==> src/rtl/chk8_pkg.sv <==
package chk8_pkg;

  typedef enum logic [1:0] {
    CK_OFF = 2'b00,
    CK_XOR = 2'b01,
    CK_CRC = 2'b10,
    CK_RSV = 2'b11
  } ck_mode_e;

  function automatic ck_mode_e ck_mode_cast(input logic [1:0] code);
    ck_mode_e m;
    case (code)
      2'b01:   m = CK_XOR;
      2'b10:   m = CK_CRC;
      2'b11:   m = CK_RSV;
      default: m = CK_OFF;
    endcase
    return m;
  endfunction

endpackage

==> src/rtl/chk8_mode_dec.sv <==
module chk8_mode_dec
  import chk8_pkg::*;
(
  input  logic [1:0] mode_i,
  output logic       xor_en_o,
  output logic       crc_en_o,
  output logic       active_o
);

  ck_mode_e mode;

  always_comb begin
    mode     = ck_mode_cast(mode_i);
    xor_en_o = 1'b0;
    crc_en_o = 1'b0;
    unique case (mode)
      CK_XOR:  xor_en_o = 1'b1;
      CK_CRC:  crc_en_o = 1'b1;
      default: ;
    endcase
    active_o = xor_en_o | crc_en_o;
  end

endmodule

==> src/rtl/chk8_crc_unroll.sv <==
module chk8_crc_unroll #(
  parameter int          DW   = 8,
  parameter logic [DW-1:0] POLY = 8'h07
) (
  input  logic [DW-1:0] acc_i,
  input  logic [DW-1:0] data_i,
  output logic [DW-1:0] crc_o
);

  function automatic logic [DW-1:0] crc_bit_step(input logic [DW-1:0] acc,
                                                  input logic          din);
    logic [DW-1:0] sh;
    sh = {acc[DW-2:0], 1'b0};
    return (acc[DW-1] ^ din) ? (sh ^ POLY) : sh;
  endfunction

  logic [DW-1:0] stage [0:DW];

  assign stage[0] = acc_i;

  for (genvar g = 0; g < DW; g++) begin : g_bit
    assign stage[g+1] = crc_bit_step(stage[g], data_i[DW-1-g]);
  end

  assign crc_o = stage[DW];

endmodule

==> src/rtl/chk8_accum.sv <==
module chk8_accum #(
  parameter int DW = 8
) (
  input  logic          clk,
  input  logic          rst_n,
  input  logic          clr_i,
  input  logic          load_i,
  input  logic [DW-1:0] next_i,
  output logic [DW-1:0] acc_o
);

  always_ff @(posedge clk or negedge rst_n) begin
    if (!rst_n)      acc_o <= '0;
    else if (clr_i)  acc_o <= '0;
    else if (load_i) acc_o <= next_i;
  end

  p_clear_zero_r2: assert property (@(posedge clk) disable iff (!rst_n)
    clr_i |=> (acc_o == '0));

  p_idle_hold_r9: assert property (@(posedge clk) disable iff (!rst_n)
    (!clr_i && !load_i) |=> $stable(acc_o));

endmodule

==> src/rtl/chk8_unit.sv <==
module chk8_unit #(
  parameter int          DW   = 8,
  parameter logic [DW-1:0] POLY = 8'h07
) (
  input  logic          clk,
  input  logic          rst_n,
  input  logic          clr_i,
  input  logic          byte_vld_i,
  input  logic [DW-1:0] byte_i,
  input  logic [1:0]    mode_i,
  output logic [DW-1:0] sum_o,
  output logic          sum_vld_o
);

  function automatic logic [DW-1:0] xor_fold(input logic [DW-1:0] acc,
                                              input logic [DW-1:0] din);
    return acc ^ din;
  endfunction

  logic          xor_en, crc_en, mode_active;
  logic          upd_fire, clr_fire;
  logic [DW-1:0] acc, xor_next, crc_next, acc_next;

  chk8_mode_dec u_dec (
    .mode_i  (mode_i),
    .xor_en_o(xor_en),
    .crc_en_o(crc_en),
    .active_o(mode_active)
  );

  chk8_crc_unroll #(.DW(DW), .POLY(POLY)) u_crc (
    .acc_i (acc),
    .data_i(byte_i),
    .crc_o (crc_next)
  );

  assign xor_next = xor_fold(acc, byte_i);
  assign acc_next = crc_en ? crc_next : xor_next;
  assign clr_fire = clr_i;
  assign upd_fire = byte_vld_i & mode_active & ~clr_i;

  chk8_accum #(.DW(DW)) u_acc (
    .clk   (clk),
    .rst_n (rst_n),
    .clr_i (clr_fire),
    .load_i(upd_fire),
    .next_i(acc_next),
    .acc_o (acc)
  );

  assign sum_o     = acc;
  assign sum_vld_o = mode_active;

  p_clr_wins_r3: assert property (@(posedge clk) disable iff (!rst_n)
    (clr_i && byte_vld_i) |=> (sum_o == '0));

  p_xor_fold_r4: assert property (@(posedge clk) disable iff (!rst_n)
    (!clr_i && byte_vld_i && mode_i == 2'b01) |=> (sum_o == ($past(sum_o) ^ $past(byte_i))));

  p_crc_zero_r5: assert property (@(posedge clk) disable iff (!rst_n)
    (!clr_i && byte_vld_i && mode_i == 2'b10 && sum_o == '0 && byte_i == '0) |=> (sum_o == '0));

  p_off_hold_r6: assert property (@(posedge clk) disable iff (!rst_n)
    (!clr_i && (mode_i == 2'b00 || mode_i == 2'b11)) |=> $stable(sum_o));

  p_rsv_novld_r7: assert property (@(posedge clk) disable iff (!rst_n)
    (mode_i == 2'b11) |-> !sum_vld_o);

  p_vld_modes_r8: assert property (@(posedge clk) disable iff (!rst_n)
    (mode_i == 2'b01 || mode_i == 2'b10) |-> sum_vld_o);

endmodule

==> config.mk <==
export PLATFORM = sky130hd
export DESIGN_NAME = chk8_unit
export DESIGN_NICKNAME = d
export VERILOG_FILES = /design/src/rtl/chk8_pkg.sv /design/src/rtl/chk8_mode_dec.sv /design/src/rtl/chk8_crc_unroll.sv /design/src/rtl/chk8_accum.sv /design/src/rtl/chk8_unit.sv
export SDC_FILE = /design/constraint.sdc
export NUM_CORES = 1
export LEC_CHECK = 0
export CORE_MARGIN = 1
export CORE_UTILIZATION = 51
export CTS_BUF_LIST = sky130_fd_sc_hd__clkbuf_4
export DETAILED_ROUTE_END_ITERATION = 16
export HOLD_SLACK_MARGIN = 0.03
export PLACE_DENSITY = 0.92
export SLEW_MARGIN = 15
export SYNTH_ARGS = -nofsm -noshare
export SYNTH_HDL_FRONTEND = slang
export SYNTH_SLANG_ARGS = --single-unit
==> constraint.sdc <==
create_clock -name clk -period 3.67 [get_ports clk]
set_input_delay 0.367 -clock clk [delete_from_list [all_inputs] [get_ports clk]]
set_output_delay 0.367 -clock clk [all_outputs]
set_load 0.05 [all_outputs]
# [Word level (Yosys, flattened, before mapping)]
# Index checks and enable logic that the tools add are counted.
[word_totals] rom_bits=0 regBits=8 wordCells=42 in_bits=14 out_inout_bits=9 mem_bits_rw=0 memories=0 latchBits=0
[classes] order_cmp=0 mux=14 eq_ne=5 addsub=0 bitwise_logic=21 reduce_logical=1 div=0 mul=0 shift=0
[op_table] cell="$mux W3" count=8
[op_table] cell="$mux W8" count=3
[op_table] cell="$not A3 Y3" count=8
[op_table] cell="$xor A1 B1 Y1" count=8
[op_table] cell="$xor A8 B8 Y8" count=1
[op_table] cell="$eq A2 B2 Y1 const B" count=3
[op_table] cell="$pmux W2 S3" count=1
[op_table] cell="$eq A2 B1 Y1 const B" count=2
[op_table] cell="$and A1 B1 Y1" count=2
[op_table] cell="$mux W1" count=2
[op_table] cell="$reduce_bool A2 Y1" count=1
[op_table] cell="$not A1 Y1" count=1
[op_table] cell="$or A1 B1 Y1" count=1

# [Depth between registers and ports, before layout]
# Gate-level depths: netlist (run 1).
[logic_depth] word_depth=19 mapped_depth=7 mapped_depth_nobuf=7

# [Hierarchy]
# From an unflattened synthesis (run 1), not the netlist that was laid out.
[hier_totals] hier_cells=79 hier_area_um2=726.9
[by_module_without_submodules] module="chk8_accum" n_inst=1 area_each_um2=325.3 cells_per_inst=26 seq_area_each_um2=200.2
[by_module_without_submodules] module="chk8_crc_unroll" n_inst=1 area_each_um2=206.4 cells_per_inst=21 seq_area_each_um2=0.0
[by_module_without_submodules] module="chk8_unit" n_inst=1 area_each_um2=158.9 cells_per_inst=27 seq_area_each_um2=0.0
[by_module_without_submodules] module="chk8_mode_dec" n_inst=1 area_each_um2=36.3 cells_per_inst=5 seq_area_each_um2=0.0

# [Least setup slack after synthesis (run 1)]
# Ideal clock, no wire load.
[synth_path] path_type="register -> register" start="reg u_acc.acc_o[6]" end="reg u_acc.acc_o[2]" required_time_ns=3.545 synth_period_minus_slack_ns=2.000 path_stages_with_launch=6 n_path_buf=0 arrival_time_ns=1.875 setup_ns=0.125 path_slack_ns=1.670 cell_sequence="dfrtp_1 > xnor2_2 > xnor3_1 > a21oi_1 > a31o_1 > mux2_4"
[synth_between] elab_chain_cells=7
[synth_rtl] item="start: declaration" line_no="chk8_accum.sv:9" text="output logic [DW-1:0] acc_o"
[synth_rtl] item="start signal: assignment" line_no="chk8_accum.sv:15" text="else if (load_i) acc_o <= next_i;"
[synth_rtl] item="$xor A1 B1 Y1" line_no="chk8_crc_unroll.sv:14" text="return (acc[DW-1] ^ din) ? (sh ^ POLY) : sh;"
[synth_rtl] item="$mux W3" line_no="chk8_crc_unroll.sv:14"
[synth_rtl] item="$xor A1 B1 Y1" line_no="chk8_crc_unroll.sv:14"
[synth_rtl] item="$mux W3" line_no="chk8_crc_unroll.sv:14"
[synth_rtl] item="$mux W8" line_no="chk8_unit.sv:38" text="assign acc_next = crc_en ? crc_next : xor_next;"
[synth_rtl] item="$mux W8" line_no="chk8_accum.sv:15"
[synth_rtl] item="$mux W8" line_no="chk8_accum.sv:14" text="else if (clr_i) acc_o <= '0;"
# Every way passes these cells. The select of a mux whose other input is x is not followed.
# A chain may end at the register's enable or synchronous reset.

# [Worst setup path after layout (run 1)]
[layout_path] start="in mode_i[0]" end="out sum_vld_o"
[layout_between] elab_chain_cells=5 elab_cells_between_ends=9 cone_classes="eq/ne (5); mux (3); bitwise (1)"
[layout_rtl] item="start: declaration" line_no="chk8_unit.sv:10" text="input logic [1:0] mode_i,"
[layout_rtl] item="$eq A2 B2 Y1 / $eq A2 B1 Y1 (equally long branches)" line_no="chk8_pkg.sv:12" text="case (code)"
[layout_rtl] item="$pmux W2 S3 *" line_no="chk8_pkg.sv:12"
[layout_rtl] item="$eq A2 B1 Y1 / $eq A2 B2 Y1 (equally long branches)" line_no="chk8_mode_dec.sv:16" text="unique case (mode)"
[layout_rtl] item="$mux W1" line_no="chk8_mode_dec.sv:16"
[layout_rtl] item="$or A1 B1 Y1 *" line_no="chk8_mode_dec.sv:21" text="active_o = xor_en_o | crc_en_o;"
[layout_rtl] item="end: declaration" line_no="chk8_unit.sv:12" text="output logic sum_vld_o"
# Mark *: on every way between the ends. The rest lies on a longest branch, timed or not.

==> out/results.ini, run 1 <==
[routing]
drtIter0Drc=8
drc_errors=0
vias_per_cell=5.47
wl_per_cell_um=12.3
wl_um=1470
drt.antenna.violating_nets=0
drt-pass1-iter-count=4
num_vias=651

[cells_and_area]
area_growth_pct=33.4
fin_nets=121
multi_input_area_um2=541
fill_cells=90
seqCellArea_um2=200
drive_above_1_share=0.144
n_antenna_cell=0
fin_cells=119
largest_reg_flops=8
top_register=u_acc.acc_o
reg_top3=u_acc.acc_o: 8 flops

[setup_path]
r2r_start=u_acc.acc_o[6]$_DFFE_PN0P_
crit_fanout=2
cp_top_family=buffers and inverters
crit_type=input port to primary output
worst-path-buf-inv=4
r2r_slack_ns=1.78
critPathSlowestCell=clkdlybuf4s50_1
reg2regPathDepth=5
max_stage_delay_ns=0.80
cp.required_ns=3.30
path_depth=5
r2r_end=u_acc.acc_o[2]$_DFFE_PN0P_
end_kind=primary output
cp-start-kind=input port
worstPathCellList=clkdlybuf4s50_1 -> inv_1 -> ha_1 -> inv_1 -> clkdlybuf4s50_1
crit_arrival_ns=2.03

[sta]
fin_worst_skew_ns=0.00343
rsz0062_at_grt=false
maxSlewHeadroom=0.649
finalSetupTns_ns=0
setup_violations=0
finalHoldViolations=0
final_max_slew_viol_count=0
worstMarginPinSlew_ns=0.525
fmax_mhz=417
period_needed_ns=2.40
hold_ws_ns=0.401
layout_setup_ws_ns=1.27
final.period_utilization=0.653

[power_and_ir_drop]
p_switching_uw=119
clkPwrFrac=0.197
power_density_nw_per_um2=333
comb_power_share=0.496
p_sw_frac=0.352
p_int_uw=219
p_leak_uw=0.000428
power.total_uw=338
pwr-share-seq=0.307
peakVddDrop_uv=287

[clock_network]
post_cts_resize_count=0
cts_sinks=8
cts_tree=yes
clk_path_buf_depth=2
cts_buffers=3
clk_latency_ns=0.25
cts.clk_slew.worst_paths_ns=0.06
htreeDepth=1
root_buffer=clkbuf_4
postCtsSetupRepairBufs=0
hold_buffers=0

[placement]
hpwl_um=1190
numPlacedInstances=116
port_buffers=22
post-place-ws_ns=1.27
place.gp.congestion=0.720

[synth]
synthTopCellsByArea=dfrtp_1, xnor2_1, mux2_2, nor2b_1, xnor2_2
synthCells=81
avgSynthCellArea_um2=9.38
synth_common_cells=nor2_1, xnor2_1, a21oi_1, dfrtp_1, nor2b_1
synth_fp_nets=96
synth_top_cell_by_area=dfrtp_1
yosys_warnings=0
synth_edf_count=0
yosysSeqAreaShare=0.264
netlist_area_um2=759
ys_ff_latch=8
synthDistinctLibCells=20
synth_top_area_frac=0.264
ys.flop_type=dfrtp_1
async_flop_share=1.00

[grt]
grt_antenna_before_repair=0
grt_use_total=0.192
grt_pass1_vias=529
grt_max_degree=16
grt_pass1_wl_um=2050
overflow=0

[status]
status=finished, final reports clean

[die]
fp-row-count=13
core_area_um2=1350
ioPinCount=23
fp.dieW_um=40.6
start_util=0.563
design.die.area_um2=1650
die_y_um=40.6

[run]
cap_violations=0

[hold_path]
hold_path_class=input port to async pin

==> logic make-up (layout without fill, tap and decap cells) <==
logic type,count (synthesis),after routing,share of synthesized area
AND/OR/NAND/NOR,27,27,0.181
AO/OA/AOI/OAI,17,17,0.127
XOR/XNOR,16,16,0.273
flip-flops,8,8,0.264
multiplexers,7,7,0.114
buffers and inverters,5,28,0.0247
adder cells (fa/ha/maj),1,1,0.0165
==> final cells by class <==
class                   instances  share of cell area
clock buffers                   3              0.0222
well taps                      15              0.0185
inverters                       3              0.0111
repair buffers                 22               0.217
multi-input cells              68               0.533
flip-flops and latches          8               0.198
==> per-layer routing <==
layer  global-route usage  part of all wire
met1                0.218              0.43
met2                0.329              0.52
met3               0.0556             0.042
met4               0.0833            0.0082
met5                    0                 0
==> worst reg2reg max path, delay by kind of cell, from the launching register on <==
| kind | cells | cell delay, ns |
|---|---|---|
| multiplexers | 1 | 0.30 |
| flip-flops | 1 | 0.42 |
| AO/OA/AOI/OAI | 2 | 0.29 |
| XOR/XNOR | 2 | 0.76 |
==> cell usage in the layout, fill, tap and decap left out, types with 2 or more instances in the layout <==
| master | count |
|---|---|
| nor2_1 | 10 |
| or3_1 | 5 |
| nand2_1 | 3 |
| nor2b_1 | 8 |
| xnor2_2 | 3 |
| clkdlybuf4s50_1 | 22 |
| a21oi_1 | 8 |
| o21ai_0 | 6 |
| clkbuf_4 | 3 |
| mux2_2 | 5 |
| mux2_4 | 2 |
| xnor3_1 | 2 |
| dfrtp_1 | 8 |
| inv_1 | 3 |
| xnor2_1 | 10 |
==> worst max-delay path by stage <==
stage / start / to / slack, ns
after floorplan: u_acc.acc_o[6]$_DFFE_PN0P_ / u_acc.acc_o[2]$_DFFE_PN0P_ / 1.67
after global placement: mode_i[0] / sum_vld_o / 1.30
after CTS: mode_i[0] / sum_vld_o / 1.27
after detailed placement: mode_i[0] / sum_vld_o / 1.27
final: mode_i[0] / sum_vld_o / 1.27
after global routing: mode_i[0] / sum_vld_o / 1.21
==> metrics by stage <==
stage	utilization	area, um^2
finish	0.751	1010
global route	0.751	1010
CTS	0.751	1010
detailed placement	0.734	991
global placement	0.734	991
floorplan	-	759
==> power by group through the flow <==
stage / clock network (uW) / logic (uW) / registers (uW)
floorplan: 0 / 94.8 / 129
global placement: 0 / 163 / 105
detailed placement: 0 / 168 / 105
CTS: 69.0 / 168 / 104
global route: 75.8 / 179 / 105
finish: 66.6 / 167 / 104
(Power assumes the default switching activity.)
==> run 2: changes to the inputs <==
--- a/config.mk
+++ b/config.mk
@@ -6,11 +6,11 @@
 export NUM_CORES = 1
 export LEC_CHECK = 0
 export CORE_MARGIN = 1
-export CORE_UTILIZATION = 51
+export CORE_UTILIZATION = 43
 export CTS_BUF_LIST = sky130_fd_sc_hd__clkbuf_4
 export DETAILED_ROUTE_END_ITERATION = 16
 export HOLD_SLACK_MARGIN = 0.03
-export PLACE_DENSITY = 0.92
+export PLACE_DENSITY = 0.83
 export SLEW_MARGIN = 15
 export SYNTH_ARGS = -nofsm -noshare
 export SYNTH_HDL_FRONTEND = slang
==> constraint.sdc (replaced) <==
create_clock -name clk -period 2 [get_ports clk]
set_input_delay 0.2 -clock clk [delete_from_list [all_inputs] [get_ports clk]]
set_output_delay 0.2 -clock clk [all_outputs]
set_load 0.05 [all_outputs]
==> run 2 against run 1 <==
Combinational power increased by 96%. Critical path depth increased by 1. First-iteration DRC count increased to 3.8 times the previous value. Cell count increased by 6.7%. Critical path type is now input port to flop. Critical endpoint is now u_acc.acc_o[2]$_DFFE_PN0P_. Largest power group unchanged. Highest routed layer unchanged.
==> out/results.ini, run 2 (synthesis results as in run 1) <==
[status]
status=finished, final reports clean

[sta]
final_max_slew_viol_count=0  ; unchanged
final.period_utilization=0.945
layout_setup_ws_ns=0.109  ; -1.16 ns
fin_worst_skew_ns=0.00734  ; +0.00391 ns
period_needed_ns=1.89
fmax_mhz=529
setup_violations=0  ; unchanged
hold_ws_ns=0.226  ; -0.175 ns
finalHoldViolations=0  ; unchanged
worstMarginPinSlew_ns=0.512  ; -0.0130 ns
rsz0062_at_grt=false
maxSlewHeadroom=0.658  ; +0.00872

[die]
design.die.area_um2=1940  ; +18%
start_util=0.482  ; -0.0808
fp-row-count=14  ; +1
die_y_um=44.0  ; +8.5%
core_area_um2=1580  ; +17%
ioPinCount=23  ; unchanged
fp.dieW_um=44.0  ; +8.5%

[placement]
post-place-ws_ns=-0.148  ; -1.42 ns
port_buffers=22  ; unchanged
place.gp.congestion=0.827  ; +15%
numPlacedInstances=123  ; +6.0%
placed_cell_area_um2=1050  ; +5.8%
hpwl_um=1330  ; +11%

[clock_network]
clk_latency_ns=0.26  ; about the same
hold_buffers=0  ; unchanged
postCtsSetupRepairBufs=0  ; unchanged
clk_path_buf_depth=2  ; unchanged
htreeDepth=1  ; unchanged
post_cts_resize_count=0  ; unchanged
cts_buffers=3  ; unchanged
root_buffer=clkbuf_4
cts_sinks=8  ; unchanged
cts_tree=yes
cts.clk_slew.worst_paths_ns=0.07  ; about the same

[routing]
wl_um=1730  ; +17%
drt.antenna.violating_nets=0  ; unchanged
wl_per_cell_um=13.6  ; +10%
vias_per_cell=5.40  ; -1.3%
num_vias=686  ; +5.4%
drtIter0Drc=30  ; +22
drc_errors=0  ; unchanged
drt-pass1-iter-count=6  ; +2

[cells_and_area]
reg_top3=u_acc.acc_o: 8 flops
fin_nets=127  ; +5.0%
n_antenna_cell=0  ; unchanged
stdcell_area_um2=1080  ; +6.4%
top_register=u_acc.acc_o
area_growth_pct=42.0
mostFrequentLayoutCell=clkdlybuf4s50_1
fin_cells=127  ; +6.7%
drive_above_1_share=0.216  ; +0.0720
largest_reg_flops=8  ; unchanged
mostFrequentLayoutCells=clkdlybuf4s50_1, nor2_1, xnor2_1

[power_and_ir_drop]
clkPwrFrac=0.239  ; +0.042
peakVddDrop_uv=280  ; -2.5%
p_int_uw=439  ; +100%
pwr-share-seq=0.281  ; -0.026
p_sw_frac=0.356  ; +0.00328
p_switching_uw=242  ; +100%
p_leak_uw=0.000465  ; +8.7%
comb_power_share=0.480  ; -0.016
power_density_nw_per_um2=632  ; +90%

[grt]
grt_max_degree=16  ; unchanged
grt_pass1_wl_um=3020  ; +47%
overflow=0  ; unchanged
grt_use_total=0.211  ; +0.0191
grt_antenna_before_repair=0  ; unchanged
grt_pass1_vias=680  ; +29%

[setup_path]
critPathSlowestCell=clkdlybuf4s50_1
r2r_slack_ns=0.12  ; -1.66 ns
r2r_start=u_acc.acc_o[6]$_DFFE_PN0P_
max_stage_delay_ns=0.47  ; -0.33 ns
worstPathCellList=clkdlybuf4s50_1 -> xnor2_2 -> xnor3_1 -> a21oi_1 -> a31o_1 -> mux2_4
worst-path-buf-inv=1  ; -3
reg2regPathDepth=5  ; unchanged
cp.required_ns=2.14  ; -1.16 ns
cp_top_family=XOR/XNOR gates
cp-start-kind=input port
crit_fanout=4  ; +2
crit_arrival_ns=2.03  ; about the same
r2r_end=u_acc.acc_o[2]$_DFFE_PN0P_
end_kind=flop
crit_type=input port to flop

[run]
cap_violations=0  ; unchanged

[hold_path]
hold_path_class=input port to async pin

run 2: changes by cell type in the layout (fill, tap and decap cells not counted):
| cell | previous run | this run |
|---|---|---|
| buf_12 | 0 | 1 |
| buf_4 | 0 | 6 |
| clkbuf_4 | 3 | 4 |
| clkdlybuf4s50_1 | 22 | 21 |
| dfrtp_1 | 8 | 7 |
| dfrtp_2 | 0 | 1 |
run 2: final cells by class:
class / count / area, um^2
clock buffer: 4 / 30.0
multi-input combinational: 68 / 541
sequential: 8 / 201
inverter: 3 / 11.3
fill: 117 / 498
timing repair buffer: 28 / 275
tap: 16 / 20.0
run 2: worst max-delay path by stage:
| stage | startpoint | to | slack [ns] | cells past startpoint |
|---|---|---|---|---|
| 6_report | byte_i[6] | u_acc.acc_o[2]$_DFFE_PN0P_ | 0.11 | 6 |
| 5_1_grt | byte_i[6] | u_acc.acc_o[2]$_DFFE_PN0P_ | 0.03 | 6 |
| 4_1_cts | byte_i[6] | u_acc.acc_o[2]$_DFFE_PN0P_ | 0.10 | 6 |
| 3_5_place_dp | byte_i[6] | u_acc.acc_o[2]$_DFFE_PN0P_ | -0.15 | 6 |
| 3_3_place_gp | byte_i[6] | u_acc.acc_o[2]$_DFFE_PN0P_ | -0.1 | 6 |
| 2_1_floorplan | u_acc.acc_o[2]$_DFFE_PN0P_ | u_acc.acc_o[3]$_DFFE_PN0P_ | 0.04 | 5 |
run 2: worst register-to-register path, delay by kind of cell, from the launching register on:
kind	cells	cell delay [ns]
flip-flops	1	0.44
AO/OA/AOI/OAI	2	0.30
multiplexers	1	0.30
XOR/XNOR	2	0.71
run 2: metal layers:
metal	vias up	routed length [um]	share of wire	GRT usage
li1	340	-	-	-
met1	323	769	0.45	0.268
met2	18	851	0.49	0.344
met3	5	78	0.045	0.0327
met4	0	25	0.014	0.115
met5	-	0	0	0
run 2: stage by stage:
| stage | utilization | setup TNS (ns) | total power, uW |
|---|---|---|---|
| after floorplan | - | 0 | 411 |
| after global placement | 0.665 | -0.201 | 513 |
| after detailed placement | 0.665 | -0.395 | 520 |
| after CTS | 0.684 | 0 | 682 |
| after global routing | 0.684 | 0 | 712 |
| final | 0.684 | 0 | 682 |
run 2: power by group through the flow:
stage,logic (uW),clock network [uW],registers (uW)
after floorplan,174,0,237
after detailed placement,326,0,194
after CTS,329,162,191
final,327,163,191
after global placement,320,0,193
after global routing,352,167,193
